===== config.mk =====
export PLATFORM = sky130hd
export DESIGN_NAME = cycle_event_timer
export DESIGN_NICKNAME = d
export VERILOG_FILES = /design/src/rtl/cet_pkg.sv /design/src/rtl/cet_edge_sync.sv /design/src/rtl/cet_holdoff.sv /design/src/rtl/cet_prescaler.sv /design/src/rtl/cet_count_core.sv /design/src/rtl/cycle_event_timer.sv
export SDC_FILE = /design/constraint.sdc
export NUM_CORES = 1
export LEC_CHECK = 0
export BUFFER_PORTS_ARGS = -buffer_cell sky130_fd_sc_hd__buf_2
export CORE_MARGIN = 8
export CORE_UTILIZATION = 45
export CTS_CLUSTER_DIAMETER = 200
export CTS_CLUSTER_SIZE = 8
export DETAILED_ROUTE_END_ITERATION = 8
export PLACE_DENSITY_LB_ADDON = 0.3
export SYNTH_ARGS = -nofsm -noshare
export SYNTH_HDL_FRONTEND = slang
export SYNTH_SLANG_ARGS = --single-unit
export TNS_END_PERCENT = 100

===== constraint.sdc =====
create_clock -name clk -period 4.8 [get_ports clk]
set_clock_uncertainty 0.05 [all_clocks]
set_input_delay 0.48 -clock clk [delete_from_list [all_inputs] [get_ports clk]]
set_output_delay 0.48 -clock clk [all_outputs]
set_load 0.01 [all_outputs]

===== src/rtl/cet_pkg.sv =====
package cet_pkg;
    localparam int CNT_W    = 8;
    localparam int RATIO_W  = 3;
    localparam int PRE_W    = 2 ** RATIO_W;
    localparam int PRE_DW   = PRE_W + 1;
    localparam int HOLD_CYC = 2;

    typedef enum logic {
        SRC_CYCLE = 1'b0,
        SRC_PIN   = 1'b1
    } src_sel_e;

    typedef enum logic {
        EDGE_RISE = 1'b0,
        EDGE_FALL = 1'b1
    } edge_sel_e;

    typedef struct packed {
        src_sel_e             src;
        edge_sel_e            pol;
        logic                 pre_bypass;
        logic [RATIO_W-1:0]   ratio;
    } tmr_ctrl_t;

    typedef struct packed {
        logic               load;
        logic [CNT_W-1:0]   value;
    } tmr_wr_t;

    // last prescaler state before the wrap for a given ratio code
    function automatic logic [PRE_W-1:0] pre_terminal(input logic [RATIO_W-1:0] r);
        logic [PRE_DW-1:0] div;
        div = PRE_DW'(2) << r;
        return PRE_W'(div - PRE_DW'(1));
    endfunction
endpackage


===== src/rtl/cet_edge_sync.sv =====
module cet_edge_sync
    import cet_pkg::*;
#(
    parameter int SYNC_STAGES = 2
) (
    input  logic      clk,
    input  logic      rst,
    input  logic      pin_i,
    input  edge_sel_e pol_i,
    output logic      edge_o
);
    localparam int MSB = SYNC_STAGES - 1;

    logic [SYNC_STAGES-1:0] sync_q;
    logic                   last_q;
    logic                   rise, fall;

    always_ff @(posedge clk) begin
        if (rst) sync_q[0] <= 1'b0;
        else     sync_q[0] <= pin_i;
    end

    for (genvar s = 1; s < SYNC_STAGES; s++) begin : g_stage
        always_ff @(posedge clk) begin
            if (rst) sync_q[s] <= 1'b0;
            else     sync_q[s] <= sync_q[s-1];
        end
    end

    always_ff @(posedge clk) begin
        if (rst) last_q <= 1'b0;
        else     last_q <= sync_q[MSB];
    end

    assign rise   = sync_q[MSB] & ~last_q;
    assign fall   = ~sync_q[MSB] & last_q;
    assign edge_o = (pol_i == EDGE_FALL) ? fall : rise;


    rise_isolated_chk: assert property (@(posedge clk) disable iff (rst)
        rise |=> !rise);

    fall_isolated_chk: assert property (@(posedge clk) disable iff (rst)
        fall |=> !fall);
endmodule


===== src/rtl/cet_holdoff.sv =====
module cet_holdoff
    import cet_pkg::*;
(
    input  logic clk,
    input  logic rst,
    input  logic load_i,
    input  logic cyc_tick_i,
    input  logic tick_i,
    output logic tick_o,
    output logic busy_o
);
    localparam int HW = $clog2(HOLD_CYC + 1);

    logic [HW-1:0] hold_q;

    always_ff @(posedge clk) begin
        if (rst)
            hold_q <= '0;
        else if (load_i)
            hold_q <= HW'(HOLD_CYC);
        else if (cyc_tick_i && hold_q != '0)
            hold_q <= hold_q - HW'(1);
    end

    assign busy_o = (hold_q != '0);
    assign tick_o = tick_i & ~busy_o & ~load_i;


    hold_arm_chk: assert property (@(posedge clk) disable iff (rst)
        load_i |=> busy_o);

    hold_steady_chk: assert property (@(posedge clk) disable iff (rst)
        (!load_i && !cyc_tick_i) |=> hold_q == $past(hold_q));
endmodule


===== src/rtl/cet_prescaler.sv =====
module cet_prescaler
    import cet_pkg::*;
(
    input  logic               clk,
    input  logic               rst,
    input  logic               clr_i,
    input  logic               bypass_i,
    input  logic [RATIO_W-1:0] ratio_i,
    input  logic               tick_i,
    output logic               inc_o
);
    logic [PRE_W-1:0] pre_q;
    logic [PRE_W-1:0] term;
    logic             wrap;

    assign term = pre_terminal(ratio_i);
    // >= keeps the wrap alive if the ratio shrinks mid-period
    assign wrap = tick_i && (pre_q >= term);

    always_ff @(posedge clk) begin
        if (rst || clr_i)
            pre_q <= '0;
        else if (tick_i && !bypass_i)
            pre_q <= wrap ? '0 : pre_q + PRE_W'(1);
    end

    assign inc_o = bypass_i ? tick_i : wrap;


    pre_clear_chk: assert property (@(posedge clk) disable iff (rst)
        clr_i |=> pre_q == '0);

    pre_needs_tick_chk: assert property (@(posedge clk) disable iff (rst)
        inc_o |-> tick_i);
endmodule


===== src/rtl/cet_count_core.sv =====
module cet_count_core
    import cet_pkg::*;
(
    input  logic             clk,
    input  logic             rst,
    input  tmr_wr_t          wr_i,
    input  logic             inc_i,
    output logic [CNT_W-1:0] cnt_o,
    output logic             ovf_o
);
    localparam logic [CNT_W-1:0] CNT_MAX = '1;

    logic [CNT_W-1:0] cnt_q;
    logic             ovf_q;

    always_ff @(posedge clk) begin
        if (rst) begin
            cnt_q <= '0;
            ovf_q <= 1'b0;
        end else begin
            ovf_q <= 1'b0;
            if (wr_i.load) begin
                cnt_q <= wr_i.value;
            end else if (inc_i) begin
                cnt_q <= cnt_q + CNT_W'(1);
                ovf_q <= (cnt_q == CNT_MAX);
            end
        end
    end

    assign cnt_o = cnt_q;
    assign ovf_o = ovf_q;


    load_lands_chk: assert property (@(posedge clk) disable iff (rst)
        wr_i.load |=> cnt_q == $past(wr_i.value));

    single_step_chk: assert property (@(posedge clk) disable iff (rst)
        !wr_i.load |=> (cnt_q == $past(cnt_q)) || (cnt_q == $past(cnt_q) + CNT_W'(1)));

    wrap_only_chk: assert property (@(posedge clk) disable iff (rst)
        ovf_q |-> (cnt_q == '0) && ($past(cnt_q) == CNT_MAX) && !$past(wr_i.load));

    ovf_single_chk: assert property (@(posedge clk) disable iff (rst)
        ovf_q |=> !ovf_q);
endmodule


===== src/rtl/cycle_event_timer.sv =====
module cycle_event_timer
    import cet_pkg::*;
(
    input  logic               clk,
    input  logic               rst,
    input  logic               cyc_tick,
    input  logic               ext_clk_in,
    input  logic               src_ext,
    input  logic               edge_fall,
    input  logic               pre_bypass,
    input  logic [RATIO_W-1:0] pre_ratio,
    input  logic               wr_en,
    input  logic [CNT_W-1:0]   wr_data,
    output logic [CNT_W-1:0]   count_q,
    output logic               ovf_pulse
);
    tmr_ctrl_t ctrl;
    tmr_wr_t   wr;
    logic      pin_edge;
    logic      raw_tick;
    logic      gated_tick;
    logic      hold_busy;
    logic      cnt_inc;

    assign ctrl.src        = src_ext   ? SRC_PIN   : SRC_CYCLE;
    assign ctrl.pol        = edge_fall ? EDGE_FALL : EDGE_RISE;
    assign ctrl.pre_bypass = pre_bypass;
    assign ctrl.ratio      = pre_ratio;
    assign wr.load         = wr_en;
    assign wr.value        = wr_data;

    cet_edge_sync #(.SYNC_STAGES(2)) sync_i (
        .clk    (clk),
        .rst    (rst),
        .pin_i  (ext_clk_in),
        .pol_i  (ctrl.pol),
        .edge_o (pin_edge)
    );

    assign raw_tick = (ctrl.src == SRC_PIN) ? pin_edge : cyc_tick;

    cet_holdoff hold_i (
        .clk        (clk),
        .rst        (rst),
        .load_i     (wr.load),
        .cyc_tick_i (cyc_tick),
        .tick_i     (raw_tick),
        .tick_o     (gated_tick),
        .busy_o     (hold_busy)
    );

    cet_prescaler pre_i (
        .clk      (clk),
        .rst      (rst),
        .clr_i    (wr.load & ~ctrl.pre_bypass),
        .bypass_i (ctrl.pre_bypass),
        .ratio_i  (ctrl.ratio),
        .tick_i   (gated_tick),
        .inc_o    (cnt_inc)
    );

    cet_count_core core_i (
        .clk   (clk),
        .rst   (rst),
        .wr_i  (wr),
        .inc_i (cnt_inc),
        .cnt_o (count_q),
        .ovf_o (ovf_pulse)
    );


    blank_hold_chk: assert property (@(posedge clk) disable iff (rst)
        (hold_busy && !wr_en) |=> count_q == $past(count_q));

    bypass_step_chk: assert property (@(posedge clk) disable iff (rst)
        (pre_bypass && gated_tick && !wr_en) |=> count_q == $past(count_q) + CNT_W'(1));
endmodule


==> flow_metrics.py <==
metrics = {
    "status": {
        "status": "complete, no violations",
    },
    "layout": {
        "multi_input_area_um2": 937.1,
        "final_nets": 241,
        "final_common_cell": "buf_2",
        "areaGrowthSynthToFinish_pct": 12.29,
        "seq_area_um2": 440.4,
        "fillers": 324,
        "utilization_pct": 53.13,
        "final_cell_mix": "buf_2, nand2_1, dfxtp_1",
        "antenna_cells": 0,
        "drive_gt1_share_pct": 18.18,
    },
    "route": {
        "post-route-drc-count": 0,
        "first_iter_violations": 73,
        "vias_per_cell": 5.502,
        "drt_wl_total_um": 3228,
        "dr.pass1.iters": 4,
        "dr_total_vias": 1392,
        "ant_nets": 0,
        "routedWlPerCell_um": 12.76,
    },
    "worst_setup_path": {
        "path_class": "in -> reg",
        "path_cells": "buf_2 > or3_1 > ha_1 > xor2_1 > nor2_1 > a21oi_1 > ha_1 > a41oi_1 > o21ai_0 > a21oi_1 > o211ai_1 > a31oi_1",
        "max_stage_delay_ps": 700,
        "setup.worst_path.end_class": "register",
        "cp_slowest_cell": "a21oi_1",
        "crit_fanout": 13,
        "arrival_ps": 3380,
        "cp-start-kind": "primary input",
        "required_ps": 5000,
        "rrSetupSlack_ps": 2480,
    },
    "yosys": {
        "synthArstFlopShare_pct": 0,
        "synthFlopType": "dfxtp_1",
        "synth-seq-cells": 22,
        "synthTopCellsByArea": "dfxtp_1, ha_1, nand2_1",
        "syn_inst": 185,
        "yosysWarningCount": 0,
        "synth_area_leader_cell": "dfxtp_1",
        "synth_edf_count": 0,
        "synth_top_area_share_pct": 30.24,
        "yosysUniqueCellTypes": 47,
        "yosysSeqAreaShare_pct": 30.24,
        "avgSynthCellArea_um2": 7.872,
        "synth_area_um2": 1456,
        "synth_fp_nets": 215,
    },
    "global_route": {
        "track_usage_pct": 12.76,
        "grt_antenna_before_repair": 0,
        "grt_first_pass_wirelength_um": 5540,
        "grt-ovfl-total": 0,
        "grt_max_degree": 20,
        "first_global_vias": 1245,
    },
    "die": {
        "die_width_um": 72.89,
        "num_rows": 20,
        "die_height_um": 72.89,
        "core_um2": 3078,
        "die_area_um2": 5313,
        "initial_core_util_pct": 47.32,
        "boundaryPins": 28,
    },
    "clock_tree": {
        "hold_buffers": 0,
        "cts_sinks": 22,
        "post-cts-setup-buffers": 0,
        "clk_latency_ps": 310,
        "max-clock-path-buffers": 2,
        "cts_tree": "yes",
        "htreeDepth": 1,
        "cts_resized": 0,
        "clk_pin_slew_ps": 120,
        "cts-root-buf": "clkbuf_4",
        "cts_made_buffers": 3,
    },
    "placement": {
        "routabilityCongestion": 0.7980,
        "portBuffers": 27,
        "pre_cts_slack_ps": 1296,
        "dp_hpwl_um": 2417,
    },
    "timing": {
        "setup-tns-final_ps": 0,
        "fin_ws_ps": 1618,
        "finalSetupViolations": 0,
        "grt_setup_unrepaired": "no",
        "clock.fmax_ghz": 0.3142,
        "max_slew_margin_pct": 43.88,
        "tightestPinTransition_ps": 841.8,
        "fin_crit_sh_pct": 66.30,
        "period_needed_ps": 3183,
        "drv_slew": 0,
        "hold_viol": 0,
    },
    "job": {
        "cap_viol_max_count": 0,
    },
    "pwr": {
        "p_per_area_nw_per_um2": 212.7,
        "leakagePower_nw": 0.6869,
        "ir_drop_mv": 0.1818,
    },
    "min_path": {
        "hp-class": "in -> reg",
    },
}
-- routing by layer --
metal | GRT usage [%] | part of all wire (%) | vias up
met2 | 19.48 | 45 | 43
li1 | - | - | 729
met5 | 0 | 0 | -
met1 | 16.75 | 47 | 615
met4 | 4.000 | 0.96 | 0
met3 | 3.571 | 7.2 | 5
-- critical path, delay by kind of cell --
| family | cells | cell delay [ps] |
|---|---|---|
| AND/OR/NAND/NOR | 2 | 510 |
| buffers and inverters | 1 | 130 |
| XOR/XNOR | 1 | 170 |
| adder cells (fa/ha/maj) | 2 | 580 |
| AO/OA/AOI/OAI | 6 | 1490 |
-- area by class of cell --
cell class                      count  share of cell area, %
Clock buffer                        3                  1.377
Tap cell                           44                  3.366
Multi-Input combinational cell    146                  57.31
Sequential cell                    22                  26.93
Timing Repair Buffer               28                  8.722
Inverter                           10                  2.295
-- cell usage after synthesis, drive strengths merged (2+ instances only) --
cell type and number:
nand2 22, a21o 2, o21ai 4, or3 2, or2 3, a21oi 14
xnor2 2, a211oi 3, nor3 10, clkbuf 4, nor2b 4, and4 2
nand4 2, dfxtp 22, o22ai 2, inv 10, buf 3, nand3 14
nand3b 3, nor2 15, o211ai 2, a31oi 7, ha 11
-- metrics by stage --
step | area [µm²] | total power [mW] | hold WS, ps | std cells
after floorplan | 1456 | 0.2450 | 363.8 | 185
after global placement | 1613 | 0.2666 | 368.9 | 250
after detailed placement | 1613 | 0.2675 | 390.2 | 250
after CTS | 1635 | 0.3510 | 290.2 | 253
after global routing | 1635 | 0.3725 | 303.2 | 253
final | 1635 | 0.3478 | 298.8 | 253
-- cells by family after synthesis --
kind of cell    after synthesis  share of synthesized area, %
fa+ha+maj                    11                         9.450
flops                        22                         30.24
compound gates               46                         22.08
buf+inv                      17                         5.412
xor+xnor                      3                         1.804
simple gates                 86                         31.02
-- flip-flops by register name (all words and copies together), names as in the netlist --
register and flops:
pre_i.pre_q 8, sync_i.last_q 1, sync_i.sync_q 2, hold_i.hold_q 2, core_i.cnt_o 8, core_i.ovf_o 1
-- worst paths after layout --
check,depth (start not counted),endpoint,start
worst max-delay path,12,pre_i.pre_q[7],pre_ratio[0]
worst min-delay path,3,core_i.cnt_o[3],wr_data[3]
worst max register to register,6,pre_i.pre_q[7],pre_i.pre_q[6]
worst min register to register,1,sync_i.sync_q[1],sync_i.sync_q[0]
-- power breakdown --
part,internal (mW),switching (mW),leakage [nW]
Sequential,0.190,0.00768,0.180
Clock,0.0293,0.0554,0.0138
Combinational,0.0290,0.0366,0.493
Total,0.248,0.0997,0.687
(Power assumes the default switching activity.)
